**src/rtl/bus_role_pkg.sv**
```systemverilog
package bus_role_pkg;

    typedef enum logic {
        ROLE_ARB = 1'b0,
        ROLE_AUX = 1'b1
    } role_e;

    // offsets of the always-accepted sources above the bus lines
    localparam int unsigned IRQ_TIMER_OFS    = 0;
    localparam int unsigned IRQ_CONSOLE_OFS  = 1;
    localparam int unsigned IRQ_DOORBELL_OFS = 2;
    localparam int unsigned IRQ_LOCAL_CNT    = 3;

endpackage

```
**src/rtl/bus_role_prio_arb.sv**
```systemverilog
// Fixed-priority arbiter next-state logic with grant hold.
module bus_role_prio_arb #(
    parameter int unsigned N = 4
) (
    input  logic         enable_i,
    input  logic         clr_i,
    input  logic [N-1:0] req_i,
    input  logic [N-1:0] cur_i,
    output logic [N-1:0] nxt_o
);
    always_comb begin
        nxt_o = '0;
        if (enable_i && !clr_i) begin
            if ((cur_i & req_i) != '0) begin
                nxt_o = cur_i;
            end else begin
                // walk downwards so the lowest requesting index wins
                for (int i = N - 1; i >= 0; i--) begin
                    if (req_i[i]) begin
                        nxt_o = '0;
                        nxt_o[i] = 1'b1;
                    end
                end
            end
        end
    end
endmodule

```
**src/rtl/bus_role_init_gen.sv**
```systemverilog
// Init drive timing and local clear selection.
module bus_role_init_gen #(
    parameter int unsigned INIT_LEN = 4,
    parameter int unsigned CW       = 3
) (
    input  logic          role_aux_i,
    input  logic          dcok_i,
    input  logic          bir_wr_i,
    input  logic          bus_init_i,
    input  logic [CW-1:0] cnt_q_i,
    output logic [CW-1:0] cnt_d_o,
    output logic          init_drv_d_o,
    output logic          clr_d_o
);
    always_comb begin
        cnt_d_o      = '0;
        init_drv_d_o = 1'b0;
        clr_d_o      = 1'b0;
        if (!role_aux_i) begin
            if (!dcok_i || bir_wr_i) begin
                cnt_d_o = CW'(INIT_LEN);
            end else if (cnt_q_i != '0) begin
                cnt_d_o = cnt_q_i - 1'b1;
            end
            init_drv_d_o = (cnt_d_o != '0);
            clr_d_o      = init_drv_d_o;
        end else begin
            clr_d_o = !dcok_i || bus_init_i;
        end
    end
endmodule

```
**src/rtl/bus_role_irq_sel.sv**
```systemverilog
// Selects the interrupt sources the module accepts in its role.
module bus_role_irq_sel
    import bus_role_pkg::*;
#(
    parameter int unsigned NB = 4,
    localparam int unsigned AW = NB + IRQ_LOCAL_CNT
) (
    input  logic          role_aux_i,
    input  logic [NB-1:0] irq_bus_i,
    input  logic          irq_timer_i,
    input  logic          irq_console_i,
    input  logic          irq_doorbell_i,
    output logic [AW-1:0] acc_o
);
    for (genvar g = 0; g < NB; g++) begin : g_bus_line
        assign acc_o[g] = irq_bus_i[g] & ~role_aux_i;
    end
    assign acc_o[NB + IRQ_TIMER_OFS]    = irq_timer_i;
    assign acc_o[NB + IRQ_CONSOLE_OFS]  = irq_console_i;
    assign acc_o[NB + IRQ_DOORBELL_OFS] = irq_doorbell_i;
endmodule

```
**src/rtl/bus_role_ctrl.sv**
```systemverilog
module bus_role_ctrl
    import bus_role_pkg::*;
#(
    parameter int unsigned NUM_EXT     = 3,
    parameter int unsigned NUM_BUS_IRQ = 4,
    parameter int unsigned INIT_LEN    = 4
) (
    input  logic                     clk_i,
    input  logic                     rst_ni,
    input  logic                     role_aux_i,
    input  logic                     dma_req_i,
    input  logic [NUM_EXT-1:0]       ext_req_i,
    input  logic                     bus_gnt_in_i,
    input  logic                     bus_init_i,
    input  logic                     dcok_i,
    input  logic                     bir_wr_i,
    input  logic                     iack_in_i,
    input  logic                     iack_local_i,
    input  logic [NUM_BUS_IRQ-1:0]   irq_bus_i,
    input  logic                     irq_timer_i,
    input  logic                     irq_console_i,
    input  logic                     irq_doorbell_i,
    input  logic                     bus_halt_i,
    input  logic                     halt_en_n_i,
    input  logic                     reg_halt_i,
    output logic                     bus_req_o,
    output logic                     bus_sack_o,
    output logic                     bus_init_o,
    output logic                     iack_out_o,
    output logic                     local_gnt_o,
    output logic [NUM_EXT-1:0]       ext_gnt_o,
    output logic                     sys_clr_o,
    output logic [NUM_BUS_IRQ+2:0]   irq_acc_o,
    output logic                     halt_req_o,
    output logic                     reboot_req_o
);
    localparam int unsigned NREQ = NUM_EXT + 1;
    localparam int unsigned CW   = $clog2(INIT_LEN + 1);
    localparam int unsigned AW   = NUM_BUS_IRQ + IRQ_LOCAL_CNT;

    typedef struct packed {
        logic [NREQ-1:0] gnt;
        logic [CW-1:0]   cnt;
        logic            bus_req;
        logic            sack;
        logic            init_drv;
        logic            clr;
        logic            iack;
        logic            local_gnt;
        logic [AW-1:0]   irq;
        logic            halt;
        logic            reboot;
    } state_t;

    state_t s_d, s_q;
    role_e  role;

    logic [NREQ-1:0] arb_nxt;
    logic [CW-1:0]   cnt_d;
    logic            init_drv_d;
    logic            clr_d;
    logic [AW-1:0]   irq_acc_d;

    assign role = role_aux_i ? ROLE_AUX : ROLE_ARB;

    bus_role_init_gen #(.INIT_LEN(INIT_LEN), .CW(CW)) i_init (
        .role_aux_i   (role_aux_i),
        .dcok_i       (dcok_i),
        .bir_wr_i     (bir_wr_i),
        .bus_init_i   (bus_init_i),
        .cnt_q_i      (s_q.cnt),
        .cnt_d_o      (cnt_d),
        .init_drv_d_o (init_drv_d),
        .clr_d_o      (clr_d)
    );

    bus_role_prio_arb #(.N(NREQ)) i_arb (
        .enable_i (role == ROLE_ARB),
        .clr_i    (clr_d),
        .req_i    ({ext_req_i, dma_req_i}),
        .cur_i    (s_q.gnt),
        .nxt_o    (arb_nxt)
    );

    bus_role_irq_sel #(.NB(NUM_BUS_IRQ)) i_irq (
        .role_aux_i     (role_aux_i),
        .irq_bus_i      (irq_bus_i),
        .irq_timer_i    (irq_timer_i),
        .irq_console_i  (irq_console_i),
        .irq_doorbell_i (irq_doorbell_i),
        .acc_o          (irq_acc_d)
    );

    always_comb begin
        s_d          = '0;
        s_d.bus_req  = dma_req_i;
        s_d.cnt      = cnt_d;
        s_d.init_drv = init_drv_d;
        s_d.clr      = clr_d;
        s_d.gnt      = arb_nxt;
        s_d.irq      = irq_acc_d;
        if (role == ROLE_AUX) begin
            s_d.local_gnt = bus_gnt_in_i;
            s_d.sack      = bus_gnt_in_i & dma_req_i;
            s_d.iack      = iack_in_i;
            s_d.halt      = !halt_en_n_i & reg_halt_i;
            s_d.reboot    = halt_en_n_i & reg_halt_i;
        end else begin
            s_d.local_gnt = arb_nxt[0];
            s_d.sack      = 1'b0;
            s_d.iack      = iack_local_i;
            s_d.halt      = !halt_en_n_i & bus_halt_i;
            s_d.reboot    = 1'b0;
        end
    end

    always_ff @(posedge clk_i or negedge rst_ni) begin
        if (!rst_ni) begin
            s_q <= '0;
        end else begin
            s_q <= s_d;
        end
    end

    assign bus_req_o    = s_q.bus_req;
    assign bus_sack_o   = s_q.sack;
    assign bus_init_o   = s_q.init_drv;
    assign iack_out_o   = s_q.iack;
    assign local_gnt_o  = s_q.local_gnt;
    assign ext_gnt_o    = s_q.gnt[NREQ-1:1];
    assign sys_clr_o    = s_q.clr;
    assign irq_acc_o    = s_q.irq;
    assign halt_req_o   = s_q.halt;
    assign reboot_req_o = s_q.reboot;
endmodule

```
**config.mk**
```make
export PLATFORM = sky130hd
export DESIGN_NAME = bus_role_ctrl
export DESIGN_NICKNAME = d
export VERILOG_FILES = /design/src/rtl/bus_role_pkg.sv /design/src/rtl/bus_role_prio_arb.sv /design/src/rtl/bus_role_init_gen.sv /design/src/rtl/bus_role_irq_sel.sv /design/src/rtl/bus_role_ctrl.sv
export SDC_FILE = /design/constraint.sdc
export NUM_CORES = 1
export LEC_CHECK = 0
export ABC_AREA = 0
export BUFFER_PORTS_ARGS = -buffer_cell sky130_fd_sc_hd__buf_2
export CORE_ASPECT_RATIO = 1.1
export CORE_UTILIZATION = 47
export CTS_CLUSTER_SIZE = 8
export DETAILED_ROUTE_END_ITERATION = 8
export PLACE_DENSITY = 0.81
export SLEW_MARGIN = 20
export SYNTH_ARGS = -nofsm -noshare
export SYNTH_HDL_FRONTEND = slang
export SYNTH_SLANG_ARGS = --single-unit
```
**constraint.sdc**
```tcl
create_clock -name clk_i -period 3.65 [get_ports clk_i]
set_clock_uncertainty 0.15 [all_clocks]
set_input_delay 0.73 -clock clk_i [delete_from_list [all_inputs] [get_ports clk_i]]
set_output_delay 0.73 -clock clk_i [all_outputs]
set_load 0.02 [all_outputs]
```
# After elaboration in Yosys (flattened, before gate mapping)
# Cells that the tools add are included.
dict set report totals {
  register_bits 22
}
dict set report op_classes {
  reduce_logical 9
  n_addsub 1
  n_mux 16
  bitwise_logic 11
  eq_ne 1
}
# operator n
set op_table {}
lappend op_table {{2-to-1 mux 4 bit} 6}
lappend op_table {{2-to-1 mux 3 bit} 4}
lappend op_table {{bitwise AND 1 bit} 8}
lappend op_table {{nonzero test 3 bit} 2}
lappend op_table {{bitwise AND 4 bit} 1}
lappend op_table {{2-to-1 mux 1 bit} 4}
lappend op_table {{2-to-1 mux 2 bit} 2}
lappend op_table {{nonzero test 4 bit} 1}
lappend op_table {{logical NOT 1 bit} 3}
lappend op_table {{subtractor 3 x 1 -> 3 bit, second input constant} 1}
lappend op_table {{logical OR 1 bit} 2}
lappend op_table {{!= test 2 bit, second input constant} 1}
lappend op_table {{NOT 1 bit} 2}
lappend op_table {{logical AND 1 bit} 1}

# Depth between registers and ports, before layout
dict set report depth {
  word_depth 10
  mapped_depth 3
  mapped_depth_nobuf 3
}

# By module
# A second synthesis with hierarchy kept.
dict set report hier_totals {
  hier_cells 77
  hier_area_um2 945.9
}
# mod area_per_inst_um2 seq_area_each_um2 instances cells_each
set by_module_without_submodules {}
lappend by_module_without_submodules {bus_role_ctrl 680.7 550.5 1 39}
lappend by_module_without_submodules {bus_role_prio_arb 137.6 0.0 1 18}
lappend by_module_without_submodules {bus_role_init_gen 80.1 0.0 1 13}
lappend by_module_without_submodules {bus_role_irq_sel 47.5 0.0 1 7}

# Worst setup path after synthesis
# No wires, ideal clock.
dict set report synth_timing {
  path_kind {in2reg}
  start {in role_aux_i}
  end {reg s_q (netlist bit ext_gnt_o[2])}
  path_slack_ns 1.671
  stages 3
  t_arrival_ns 1.726
  n_path_buf 0
  required_ns 3.396
  cell_sequence {or3b_2 nand2b_1 o41ai_2}
}
dict set report synth_between {
  elab_chain_len 4
}
# item line
set synth_lines {}
lappend synth_lines {{start, declared} bus_role_ctrl.sv:10} ;# input logic role_aux_i,
lappend synth_lines {{2-to-1 mux 1 bit (on tied branches)} {bus_role_init_gen.sv:19, bus_role_ctrl.sv:64}}
lappend synth_lines {{logical NOT 1 bit / NOT 1 bit (equally long branches)} {bus_role_prio_arb.sv:13, bus_role_ctrl.sv:78}}
lappend synth_lines {{logical AND 1 bit (*)} bus_role_prio_arb.sv:13} ;# if (enable_i && !clr_i) begin
lappend synth_lines {{!= test 2 bit (no line) / 2-to-1 mux 4 bit (equally long branches)} --}
lappend synth_lines {{end signal, assigned} bus_role_ctrl.sv:119} ;# s_q <= '0;
lappend synth_lines {{end signal, assigned} bus_role_ctrl.sv:121} ;# s_q <= s_d;
lappend synth_lines {{end, declared} bus_role_ctrl.sv:55} ;# state_t s_d, s_q;
# Mark *: on every way between the ends. The rest lies on a longest branch, timed or not.
# A chain may end at the register's enable or synchronous reset.

# Worst setup path after layout
dict set report layout_timing {
  start {in ext_req_i[1]}
  end {reg s_q (netlist bit ext_gnt_o[2])}
}
dict set report layout_between {
  elab_chain_len 5
}
# item line
set layout_lines {}
lappend layout_lines {{start, declared} bus_role_ctrl.sv:12} ;# input logic [NUM_EXT-1:0] ext_req_i,
lappend layout_lines {{2-to-1 mux 4 bit (3 in series)} bus_role_prio_arb.sv:19} ;# if (req_i[i]) begin
lappend layout_lines {{2-to-1 mux 4 bit} bus_role_prio_arb.sv:14} ;# if ((cur_i & req_i) != '0) begin
lappend layout_lines {{2-to-1 mux 4 bit} bus_role_prio_arb.sv:13}
# Parallel ways exist; a longest one is shown, timed or not. The select of a mux whose other input is x is not followed.

==> results_dict.tcl <==
set metrics [dict create \
    seqCellArea_sq_um 551 \
    portBuffers 40 \
    rsz0062_at_grt "no" \
    ctsResizeCount 0 \
    met2WireLength_um 821 \
    crit_fanout 6 \
    critPathLaunchType "input pin" \
    drv_cap 0 \
    nFillCells 129 \
    multi_input_area_sq_um 254 \
    ctsHtreeMaxLevel 1 \
    ys_seq_area_frac 0.651 \
    antenna_found_initial 0 \
    synth_edf_count 0 \
    r2r-start "ext_gnt_o[1]" \
    die_height_um 46.5 \
    drt-vias-per-instance 5.23 \
    clockBufferDepth 2 \
    syn_avg_cell_area_sq_um 12.3 \
    firstDrtPassIters 4 \
    yosysTopAreaCellShare 0.651 \
    layout-drive-gt1-share 0.450 \
    cp.required_ns 3.70 \
    placed_area_sq_um 1040 \
    grt_pass1_wl_mm 2.33 \
    clk_pin_slew_worst_paths_ns 0.12 \
    synth.distinct_cells 24 \
    drt_wl_total_mm 1.55 \
    drc 0 \
    p_per_area_nw_per_um2 452 \
    hp-class "in -> async" \
    cts_setup_buffers 0 \
    cts_tree "yes" \
    dr.max_layer_used "met4" \
    whs_ns 0.213 \
    fin_util 0.670 \
    yosys_warnings 0 \
    period_share 0.548 \
    fin_area_sq_um 1090 \
    p_leak_uw 0.000582 \
    cts_made_buffers 3 \
    routedLengthMet1_um 638 \
    setup_viol 0 \
    critPathCaptureType "register" \
    grt_max_degree 23 \
    io_pins 41 \
    peakVddDrop_v 0.000232 \
    drv_slew 0 \
    p_total_uw 494 \
    grt_overflow 0 \
    layout_common_cells "buf_2 (40), dfrtp_1 (22), nand2_1 (6), nor2_1 (5), nor2b_1 (5)" \
    via_count 659 \
    syn_area_sq_um 846 \
    postRouteAntennaNets 0 \
    start_util 0.518 \
    fin_crit_ns 2.00 \
    ctsHoldBuffers 0 \
    grt_use_total 0.162 \
    hpwl_mm 1.18 \
    wl_met3_um 74 \
    tns_ns 0 \
    drtIter0Drc 11 \
    n_antenna_cell 0 \
    r2r_cells 3 \
    cts_root_buffer "clkbuf_4" \
    grt_pass1_vias 566 \
    outcome "completed" \
    ys_ff_latch 22 \
    worst_slew_pin_slew_ns 0.835 \
    die_x_um 42.4 \
    r2r_end "ext_gnt_o[2]" \
    dieArea_sq_um 1970 \
    crit_arrival_ns 2.05 \
    maxSlewHeadroom 0.444 \
    max_freq_ghz 0.500 \
    clock-sinks 22 \
    synthArstFlopShare 1.00 \
    path_class "in -> reg" \
    synth_top_area_cell "dfrtp_1" \
    nNetsFinal 133 \
    synth_ff_type "dfrtp_1" \
    worst-r2r-setup-slack_ns 1.79 \
    syn_inst 69 \
    fp-row-count 15 \
    synthToLayoutAreaGrowth_pct 29.3 \
    clock_latency_ns 0.30 \
    hold_violations 0 \
    drt-wirelength-per-cell_um 12.3 \
    core_sq_um 1630 \
    ys_top_cells_by_area "dfrtp_1 (65%), nor2b_1 (3.7%), a2111o_1 (2.7%)" \
    gp_congestion 0.784 \
    synth.net_count 92 \
    mostFrequentLayoutCell "buf_2" \
]
-- cell families (layout without fill, tap and decap cells) --
group / after synthesis / after routing / synth area share
compound gates: 13 / 13 / 0.123
buf+inv: 8 / 48 / 0.0488
flops: 22 / 22 / 0.651
mux: 3 / 3 / 0.0370
simple gates: 23 / 23 / 0.141
-- critical path, stage by stage --
cell and delay, ns:
buf_2 0.12, a222oi_1 0.76, nand2_1 0.20, o41ai_2 0.24
-- per-stage QoR --
step	setup slack [ns]	instances
after global placement	1.41	122
after detailed placement	1.34	122
after CTS	1.64	126
final	1.65	126
after floorplan	1.67	69
after global routing	1.51	126
-- cell type report --
cell class,instances,share of cell area
clock buffer,3,0.0206
clock inverter,1,0.0275
inverter,4,0.0137
multi-input combinational,39,0.232
sequential,22,0.503
tap,17,0.0195
timing repair buffer,40,0.183
-- Yosys cell counts, types with 2 or more instances --
library cell   n
dfrtp_1       22
nand2_1        6
nor2_1         5
nor2b_1        5
a21oi_1        4
inv_1          4
buf_4          3
a2111o_1       2
and3_1         2
mux2i_1        2
-- worst max-delay path by stage --
stage                       from           end  slack, ns
finish              ext_req_i[1]  ext_gnt_o[2]       1.65
global route        ext_req_i[1]  ext_gnt_o[1]       1.51
CTS                 ext_req_i[1]  ext_gnt_o[2]       1.64
detailed placement  ext_req_i[1]  ext_gnt_o[2]       1.34
global placement      role_aux_i  ext_gnt_o[2]       1.41
floorplan             role_aux_i  ext_gnt_o[2]       1.67
-- state kept, by name, indices dropped and copies added (netlist names) --
signal,count
bus_init_o,1
bus_req_o,1
bus_sack_o,1
ext_gnt_o,3
halt_req_o,1
iack_out_o,1
irq_acc_o,7
local_gnt_o,1
reboot_req_o,1
s_q,4
sys_clr_o,1
-- power by group --
group          switching, uW  leakage, uW  internal (uW)
registers               3.40     0.000280            254
logic                   34.1     0.000274           22.3
clock network           69.3    0.0000279            111
-- per-layer routing --
layer / up-vias / track usage
met4: 0 / 0.0938
met3: 2 / 0.0235
met2: 24 / 0.286
met5: - / 0
met1: 317 / 0.192
li1: 316 / -
Note: power is estimated with default switching activity, not from simulation.
